$ cat config.mk
export PLATFORM = sky130hd
export DESIGN_NAME = i2cs_seq
export DESIGN_NICKNAME = d
export VERILOG_FILES = /design/src/rtl/i2cs_pkg.sv /design/src/rtl/i2cs_addr_byte.sv /design/src/rtl/i2cs_cmd_form.sv /design/src/rtl/i2cs_tip_timer.sv /design/src/rtl/i2cs_seq.sv
export SDC_FILE = /design/constraint.sdc
export NUM_CORES = 1
export LEC_CHECK = 0
export BUFFER_PORTS_ARGS = -buffer_cell sky130_fd_sc_hd__buf_2
export CAP_MARGIN = 20
export CORE_MARGIN = 1
export CORE_UTILIZATION = 33
export CTS_BUF_LIST = sky130_fd_sc_hd__clkbuf_16
export CTS_CLUSTER_DIAMETER = 30
export DETAILED_ROUTE_END_ITERATION = 8
export PLACE_DENSITY = 0.56
export SYNTH_ARGS = -nofsm -noshare
export SYNTH_HDL_FRONTEND = slang
export SYNTH_SLANG_ARGS = --single-unit
$ cat constraint.sdc
create_clock -name clk -period 2.2 [get_ports clk]
set_input_delay 0.44 -clock clk [delete_from_list [all_inputs] [get_ports clk]]
set_output_delay 0.44 -clock clk [all_outputs]
set_load 0.02 [all_outputs]
$ cat src/rtl/i2cs_pkg.sv
`timescale 1ns/1ps
package i2cs_pkg;
  typedef enum logic [2:0] {
    S_IDLE, S_MSG, S_ISSUE, S_ARM, S_POLL, S_STEP, S_ENDM
  } state_t;

  typedef enum logic [1:0] {
    K_ADDR, K_DATA, K_REC
  } kind_t;

  typedef enum logic [1:0] {
    ST_OK  = 2'd0,
    ST_IO  = 2'd1,
    ST_TMO = 2'd2
  } status_t;
endpackage

$ cat src/rtl/i2cs_addr_byte.sv
`timescale 1ns/1ps
module i2cs_addr_byte (
  input  logic [6:0] addr7,
  input  logic       rd,
  input  logic       rev,
  output logic [7:0] byte_o
);
  always_comb byte_o = {addr7, rd ^ rev};
endmodule

$ cat src/rtl/i2cs_cmd_form.sv
`timescale 1ns/1ps
module i2cs_cmd_form
  import i2cs_pkg::*;
(
  input  kind_t      kind,
  input  logic [7:0] addr_byte,
  input  logic [7:0] wdata,
  input  logic       is_read,
  input  logic       last_byte,
  input  logic       last_msg,
  output logic       sta,
  output logic       sto,
  output logic       rd,
  output logic       wr,
  output logic       nack,
  output logic [7:0] data
);
  always_comb begin
    sta  = 1'b0;
    sto  = 1'b0;
    rd   = 1'b0;
    wr   = 1'b1;
    nack = 1'b0;
    data = 8'h00;
    case (kind)
      K_ADDR: begin
        sta  = 1'b1;
        data = addr_byte;
      end
      K_REC: begin
        sta = 1'b1;
        sto = 1'b1;
      end
      default: begin
        rd   = is_read;
        wr   = !is_read;
        sto  = last_byte && last_msg;
        nack = is_read && last_byte;
        data = is_read ? 8'h00 : wdata;
      end
    endcase
  end
endmodule

$ cat src/rtl/i2cs_tip_timer.sv
`timescale 1ns/1ps
module i2cs_tip_timer #(
  parameter int W = 16
) (
  input  logic         clk,
  input  logic         rst,
  input  logic         clear,
  input  logic         tick,
  input  logic [W-1:0] limit,
  output logic         expired
);
  logic [W-1:0] cnt;

  always_ff @(posedge clk) begin
    if (rst || clear)
      cnt <= '0;
    else if (tick && cnt != '1)
      cnt <= cnt + 1'b1;
  end

  assign expired = (cnt >= limit);
endmodule

$ cat src/rtl/i2cs_seq.sv
`timescale 1ns/1ps
module i2cs_seq
  import i2cs_pkg::*;
#(
  parameter int MSG_W      = 4,
  parameter int LEN_W      = 8,
  parameter int TMO_W      = 16,
  parameter int ADDR_TRIES = 3
) (
  input  logic             clk,
  input  logic             rst,
  input  logic             start,
  input  logic [MSG_W-1:0] msg_count,
  input  logic [TMO_W-1:0] tmo_limit,
  output logic             busy,
  output logic             done,
  output logic [1:0]       status,
  output logic [MSG_W-1:0] result_idx,
  output logic [MSG_W-1:0] desc_idx,
  input  logic [6:0]       desc_addr,
  input  logic             desc_read,
  input  logic             desc_nostart,
  input  logic             desc_revdir,
  input  logic [LEN_W-1:0] desc_len,
  output logic [LEN_W-1:0] buf_pos,
  input  logic [7:0]       buf_wdata,
  output logic             buf_rwe,
  output logic [7:0]       buf_rdata,
  output logic             cmd_valid,
  output logic             cmd_sta,
  output logic             cmd_sto,
  output logic             cmd_rd,
  output logic             cmd_wr,
  output logic             cmd_nack,
  output logic [7:0]       cmd_byte,
  input  logic             core_tip,
  input  logic             core_rxack,
  input  logic             core_al,
  input  logic [7:0]       core_rdata
);
  localparam int TRY_W = $clog2(ADDR_TRIES + 1);

  state_t           st;
  kind_t            kind;
  logic [MSG_W-1:0] msg;
  logic [LEN_W-1:0] pos;
  logic [TRY_W-1:0] tries;
  logic             retry_q;

  logic       last_msg, last_byte, tmo_hit, xfer_bad;
  logic [7:0] addr_byte;
  logic       f_sta, f_sto, f_rd, f_wr, f_nack;
  logic [7:0] f_data;

  assign desc_idx  = msg;
  assign buf_pos   = pos;
  assign last_msg  = (msg == msg_count - 1'b1);
  assign last_byte = (pos == desc_len - 1'b1);

  i2cs_addr_byte u_addr (
    .addr7 (desc_addr),
    .rd    (desc_read),
    .rev   (desc_revdir),
    .byte_o(addr_byte)
  );

  i2cs_cmd_form u_form (
    .kind     (kind),
    .addr_byte(addr_byte),
    .wdata    (buf_wdata),
    .is_read  (desc_read),
    .last_byte(last_byte),
    .last_msg (last_msg),
    .sta      (f_sta),
    .sto      (f_sto),
    .rd       (f_rd),
    .wr       (f_wr),
    .nack     (f_nack),
    .data     (f_data)
  );

  i2cs_tip_timer #(.W(TMO_W)) u_tmr (
    .clk    (clk),
    .rst    (rst),
    .clear  (st != S_POLL),
    .tick   (st == S_POLL && core_tip),
    .limit  (tmo_limit),
    .expired(tmo_hit)
  );

  // Failure judgement per command kind: reads tolerate a missing ACK.
  always_comb begin
    case (kind)
      K_ADDR:  xfer_bad = core_rxack || core_al;
      K_DATA:  xfer_bad = desc_read ? core_al : (core_rxack || core_al);
      default: xfer_bad = 1'b0;
    endcase
  end

  always_ff @(posedge clk) begin
    if (rst) begin
      st         <= S_IDLE;
      kind       <= K_ADDR;
      msg        <= '0;
      pos        <= '0;
      tries      <= '0;
      retry_q    <= 1'b0;
      busy       <= 1'b0;
      done       <= 1'b0;
      status     <= ST_OK;
      result_idx <= '0;
      buf_rwe    <= 1'b0;
      buf_rdata  <= 8'h00;
      cmd_valid  <= 1'b0;
      cmd_sta    <= 1'b0;
      cmd_sto    <= 1'b0;
      cmd_rd     <= 1'b0;
      cmd_wr     <= 1'b0;
      cmd_nack   <= 1'b0;
      cmd_byte   <= 8'h00;
    end else begin
      done      <= 1'b0;
      cmd_valid <= 1'b0;
      buf_rwe   <= 1'b0;
      case (st)
        S_IDLE: begin
          if (start) begin
            status <= ST_OK;
            msg    <= '0;
            if (msg_count == '0) begin
              done       <= 1'b1;
              result_idx <= '0;
            end else begin
              busy <= 1'b1;
              st   <= S_MSG;
            end
          end
        end
        S_MSG: begin
          pos   <= '0;
          tries <= '0;
          if (!desc_nostart) begin
            kind <= K_ADDR;
            st   <= S_ISSUE;
          end else if (desc_len == '0) begin
            st <= S_ENDM;
          end else begin
            kind <= K_DATA;
            st   <= S_ISSUE;
          end
        end
        S_ISSUE: begin
          cmd_valid <= 1'b1;
          cmd_sta   <= f_sta;
          cmd_sto   <= f_sto;
          cmd_rd    <= f_rd;
          cmd_wr    <= f_wr;
          cmd_nack  <= f_nack;
          cmd_byte  <= f_data;
          st        <= S_ARM;
        end
        S_ARM: st <= S_POLL;
        S_POLL: begin
          if (core_tip) begin
            if (tmo_hit) begin
              st         <= S_IDLE;
              busy       <= 1'b0;
              done       <= 1'b1;
              status     <= ST_TMO;
              result_idx <= msg;
            end
          end else begin
            case (kind)
              K_ADDR: begin
                if (xfer_bad) begin
                  tries   <= tries + 1'b1;
                  retry_q <= (tries < TRY_W'(ADDR_TRIES - 1));
                  kind    <= K_REC;
                  st      <= S_ISSUE;
                end else if (desc_len == '0) begin
                  st <= S_ENDM;
                end else begin
                  kind <= K_DATA;
                  st   <= S_ISSUE;
                end
              end
              K_DATA: begin
                if (xfer_bad) begin
                  retry_q <= 1'b0;
                  kind    <= K_REC;
                  st      <= S_ISSUE;
                end else begin
                  if (desc_read) begin
                    buf_rwe   <= 1'b1;
                    buf_rdata <= core_rdata;
                  end
                  st <= S_STEP;
                end
              end
              default: begin
                if (retry_q) begin
                  kind <= K_ADDR;
                  st   <= S_ISSUE;
                end else begin
                  st         <= S_IDLE;
                  busy       <= 1'b0;
                  done       <= 1'b1;
                  status     <= ST_IO;
                  result_idx <= msg;
                end
              end
            endcase
          end
        end
        S_STEP: begin
          if (last_byte) begin
            st <= S_ENDM;
          end else begin
            pos <= pos + 1'b1;
            st  <= S_ISSUE;
          end
        end
        S_ENDM: begin
          if (last_msg) begin
            st         <= S_IDLE;
            busy       <= 1'b0;
            done       <= 1'b1;
            status     <= ST_OK;
            result_idx <= msg;
          end else begin
            msg <= msg + 1'b1;
            st  <= S_MSG;
          end
        end
        default: st <= S_IDLE;
      endcase
    end
  end
endmodule

==> run_results.csv <==
group,metric,value,unit
critical_path,slowest_delay,0.35,ns
sta,setup_viol,0,
global_routing,antenna_found_initial,0,
global_routing,grt_max_degree,27,
logic_synthesis,yosysTopAreaCellShare,0.339,
placement,place.gp.congestion,0.819,
critical_path,worstReg2RegStart,"u_tmr.cnt[9]$_SDFFE_PP0P_",
critical_path,reg2reg_slack,0.11,ns
logic_synthesis,synth_seq_area_share,0.339,
clock_network,cts_made_buffers,9,
critical_path,cp_cell_sequence,"ha_1, nand4_1, nor4_2, buf_4, a32oi_2, a21oi_2, mux2_4",
route,ant_nets,0,
logic_synthesis,synthFlopType,"dfxtp_1",
critical_path,crit_family,"simple AND/OR/NAND/NOR gates",
global_routing,grt_util_all_layers,0.180,
clock_network,ctsHoldBuffers,0,
critical_path,startpoint_type,"flip-flop",
floorplanning,die_w,111,um
critical_path,required,2.43,ns
placement,port_buffers,102,
logic_synthesis,postSynthCellCount,481,
route,vias,3950,
logic_synthesis,synth_area_leaders,"dfxtp_1, ha_1, mux2i_1",
finish,final_area,5250,sq um
sta,fin_tns_setup,0,ns
sta,rsz0062_at_grt,"false",
run_status,outcome,"finished, violations left",
logic_synthesis,yosysWarnings,0,
finish,n_fill_cell,1120,
sta,slew_viol_final,0,
logic_synthesis,mappedNetlistNets,562,
floorplanning,die_h,111,um
job,maxCapViolations,0,
floorplanning,coreArea,11600,sq um
clock_network,cts.clk_slew.worst_paths,0.06,ns
critical_path,crit_start,"u_tmr.cnt[9]$_SDFFE_PP0P_",
run_status,violations,"design-rule violations",
floorplanning,ios,103,
global_routing,grt_pass1_vias,3822,
sta,skew,0.00709,ns
critical_path,critical_path_class,"reg2reg",
critical_path,reg2regPathDepth,7,
critical_path,critPathMaxFanout,3,
global_routing,grt_pass1_wl,18.0,mm
clock_network,cts_tree,"built",
placement,dp_cells,753,
sta,period_share,0.951,
logic_synthesis,avgSynthCellArea,8.21,sq um
clock_network,cts_sinks,67,
logic_synthesis,synth_edf_count,0,
floorplanning,start_util,0.342,
logic_synthesis,netlist_area,3950,sq um
placement,placed_area,4910,sq um
finish,multi_input_area,2440,sq um
clock_network,cts.htree.levels,3,
route,drcViolationCount,8,
pwr,power_density,701,nW/um^2
critical_path,end_kind,"flip-flop",
critical_path,cp.arrival,2.33,ns
critical_path,cp-endpoint,"status[1]$_SDFFE_PP0P_",
route,drt-wirelength-per-cell,13.9,um
logic_synthesis,ys_seq_elements,67,
sta,hold_ws,0.321,ns
finish,nNetsFinal,702,
min_path,holdPathStages,3,
route,drt-initial-drc-count,157,
route,routed_via_density,5.14,
logic_synthesis,ys_types,56,
clock_network,cts_root_buf,"clkbuf_16",
clock_network,cts.path.max_buffers,2,
sta,relSlewSlack,0.607,
placement,dp_hpwl,8.13,mm
route,firstDrtPassIters,6,
sta,fmax,0.478,GHz
finish,finish.utilization,0.454,
logic_synthesis,ys_async_sr_fraction,0,
finish,antenna-diode-count,0,
sta,period_minus_slack,2.09,ns
sta,worst_pin_slew,0.587,ns
finish,regArea,1340,sq um
floorplanning,rows,39,
floorplanning,die_area,12400,sq um
sta,hold_viol,0,
finish,stdcell_count,769,
critical_path,path_buf_inv,1,
clock_network,clock_latency,0.35,ns
global_routing,grt-ovfl-total,0,
critical_path,crit_cells,7,
route,wl,10.7,mm
critical_path,worst_path_max_delay_cell,"dfxtp_1",
critical_path,r2r_end,"status[1]$_SDFFE_PP0P_",
pwr,leakage,0.00245,uW
logic_synthesis,synth_area_leader_cell,"dfxtp_1",
finish,area_growth_syn_to_layout,32.8,%
finish,drive_above_1_share,0.289,
min_path,hp-class,"in2reg",
pwr,ir_worst_vdd,0.000415,V
-- flip-flops by register name, indices dropped and copies added (netlist names), 2 cells and up --
register,cells
kind,2
result_idx,4
u_tmr.cnt,16
buf_pos,8
st,3
tries,2
status,2
buf_rdata,8
cmd_byte,8
desc_idx,4
-- cells in the final DEF, fill, tap and decap left out, types with 3 or more instances in the layout --
cell type  count
buf_2        102
dfxtp_1       65
nor2_1        58
buf_4         46
nand2_1       34
inv_1         31
nand3_1       28
a21oi_1       24
mux2i_1       22
ha_1          21
nor3_1        20
xor2_1        16
o21ai_0       15
xnor2_1       11
and3_1        10
nand4_1        9
clkbuf_16      9
nand2b_1       8
a221oi_1       8
a211oi_1       8
a21o_1         7
or3_1          5
nor2b_1        4
nor4_1         4
o2111ai_1      3
a211o_1        3
nor3b_1        3
-- power breakdown --
part	switching (uW)	leakage, uW	internal (uW)
logic	496	0.00176	354
registers	40.6	0.000542	1280
clock network	614	0.000149	897
-- stage by stage --
| stage | total power (uW) | worst slack (ns) |
|---|---|---|
| detailed placement | 2200 | -0.157 |
| global route | 3870 | 0.00741 |
| floorplan | 1860 | 0.0466 |
| finish | 3680 | 0.109 |
| global placement | 2190 | -0.162 |
| CTS | 3720 | 0.0624 |
-- final cells by class --
| class | count | share of cell area |
|---|---|---|
| inverters | 31 | 0.0222 |
| well taps | 143 | 0.0341 |
| clock buffers | 9 | 0.0429 |
| multi-input cells | 364 | 0.466 |
| flip-flops and latches | 67 | 0.256 |
| repair buffers | 148 | 0.163 |
| clock inverters | 7 | 0.0160 |
-- layer usage --
layer | GRT usage | share of wire
met5 | 0 | 0
met4 | 0.0640 | 0.011
met3 | 0.0539 | 0.069
met2 | 0.288 | 0.46
met1 | 0.229 | 0.46
-- tightest hold or removal path, cell delays in order --
cell and delay [ns]:
buf_2 0.07, mux2i_1 0.05, nor2_1 0.07
-- synth_stat cells, types with 3 or more instances --
library cell / number
nand3_1: 28
or3_1: 5
nor3b_1: 3
xnor2_1: 12
a21o_1: 7
a221oi_1: 9
nand4_1: 9
o21ai_0: 15
nand2_1: 34
nor3_1: 20
nor2_1: 58
xor2_1: 16
inv_1: 31
a211oi_1: 9
clkbuf_1: 16
and3_1: 10
nor2b_1: 4
nand2b_1: 8
mux2i_1: 22
nor4_1: 5
a21oi_1: 24
dfxtp_1: 67
o2111ai_1: 3
buf_2: 3
ha_1: 21
a211o_1: 3
-- repair_timing --
| item | in CTS | in global routing |
|---|---|---|
| setup endpoints to repair | 0 | 13 |
| setup buffers | 0 | 0 |
| resized for setup | 0 | 6 |
-- worst min-delay path by stage --
stage,slack [ns],startpoint,end
5_1_grt,0.33,core_rdata[4],buf_rdata[4]$_SDFFE_PP0P_
3_5_place_dp,0.45,cmd_nack$_SDFFE_PP0P_,cmd_nack$_SDFFE_PP0P_
2_1_floorplan,0.46,tries[1]$_SDFFE_PP0P_,tries[1]$_SDFFE_PP0P_
6_report,0.32,core_rdata[2],buf_rdata[2]$_SDFFE_PP0P_
3_3_place_gp,0.44,status[0]$_SDFFE_PP0P_,status[0]$_SDFFE_PP0P_
4_1_cts,0.31,core_rdata[2],buf_rdata[2]$_SDFFE_PP0P_
-- cell families (layout without fill, tap and decap cells) --
kind of cell,Yosys count,count (layout),share of synthesized area
fa+ha+maj,21,21,0.0665
buf+inv,50,195,0.0484
xor+xnor,29,29,0.0678
compound gates,95,95,0.170
flops,67,67,0.339
mux,23,23,0.0595
simple gates,196,196,0.249
Power figures use the tool's default switching activity.
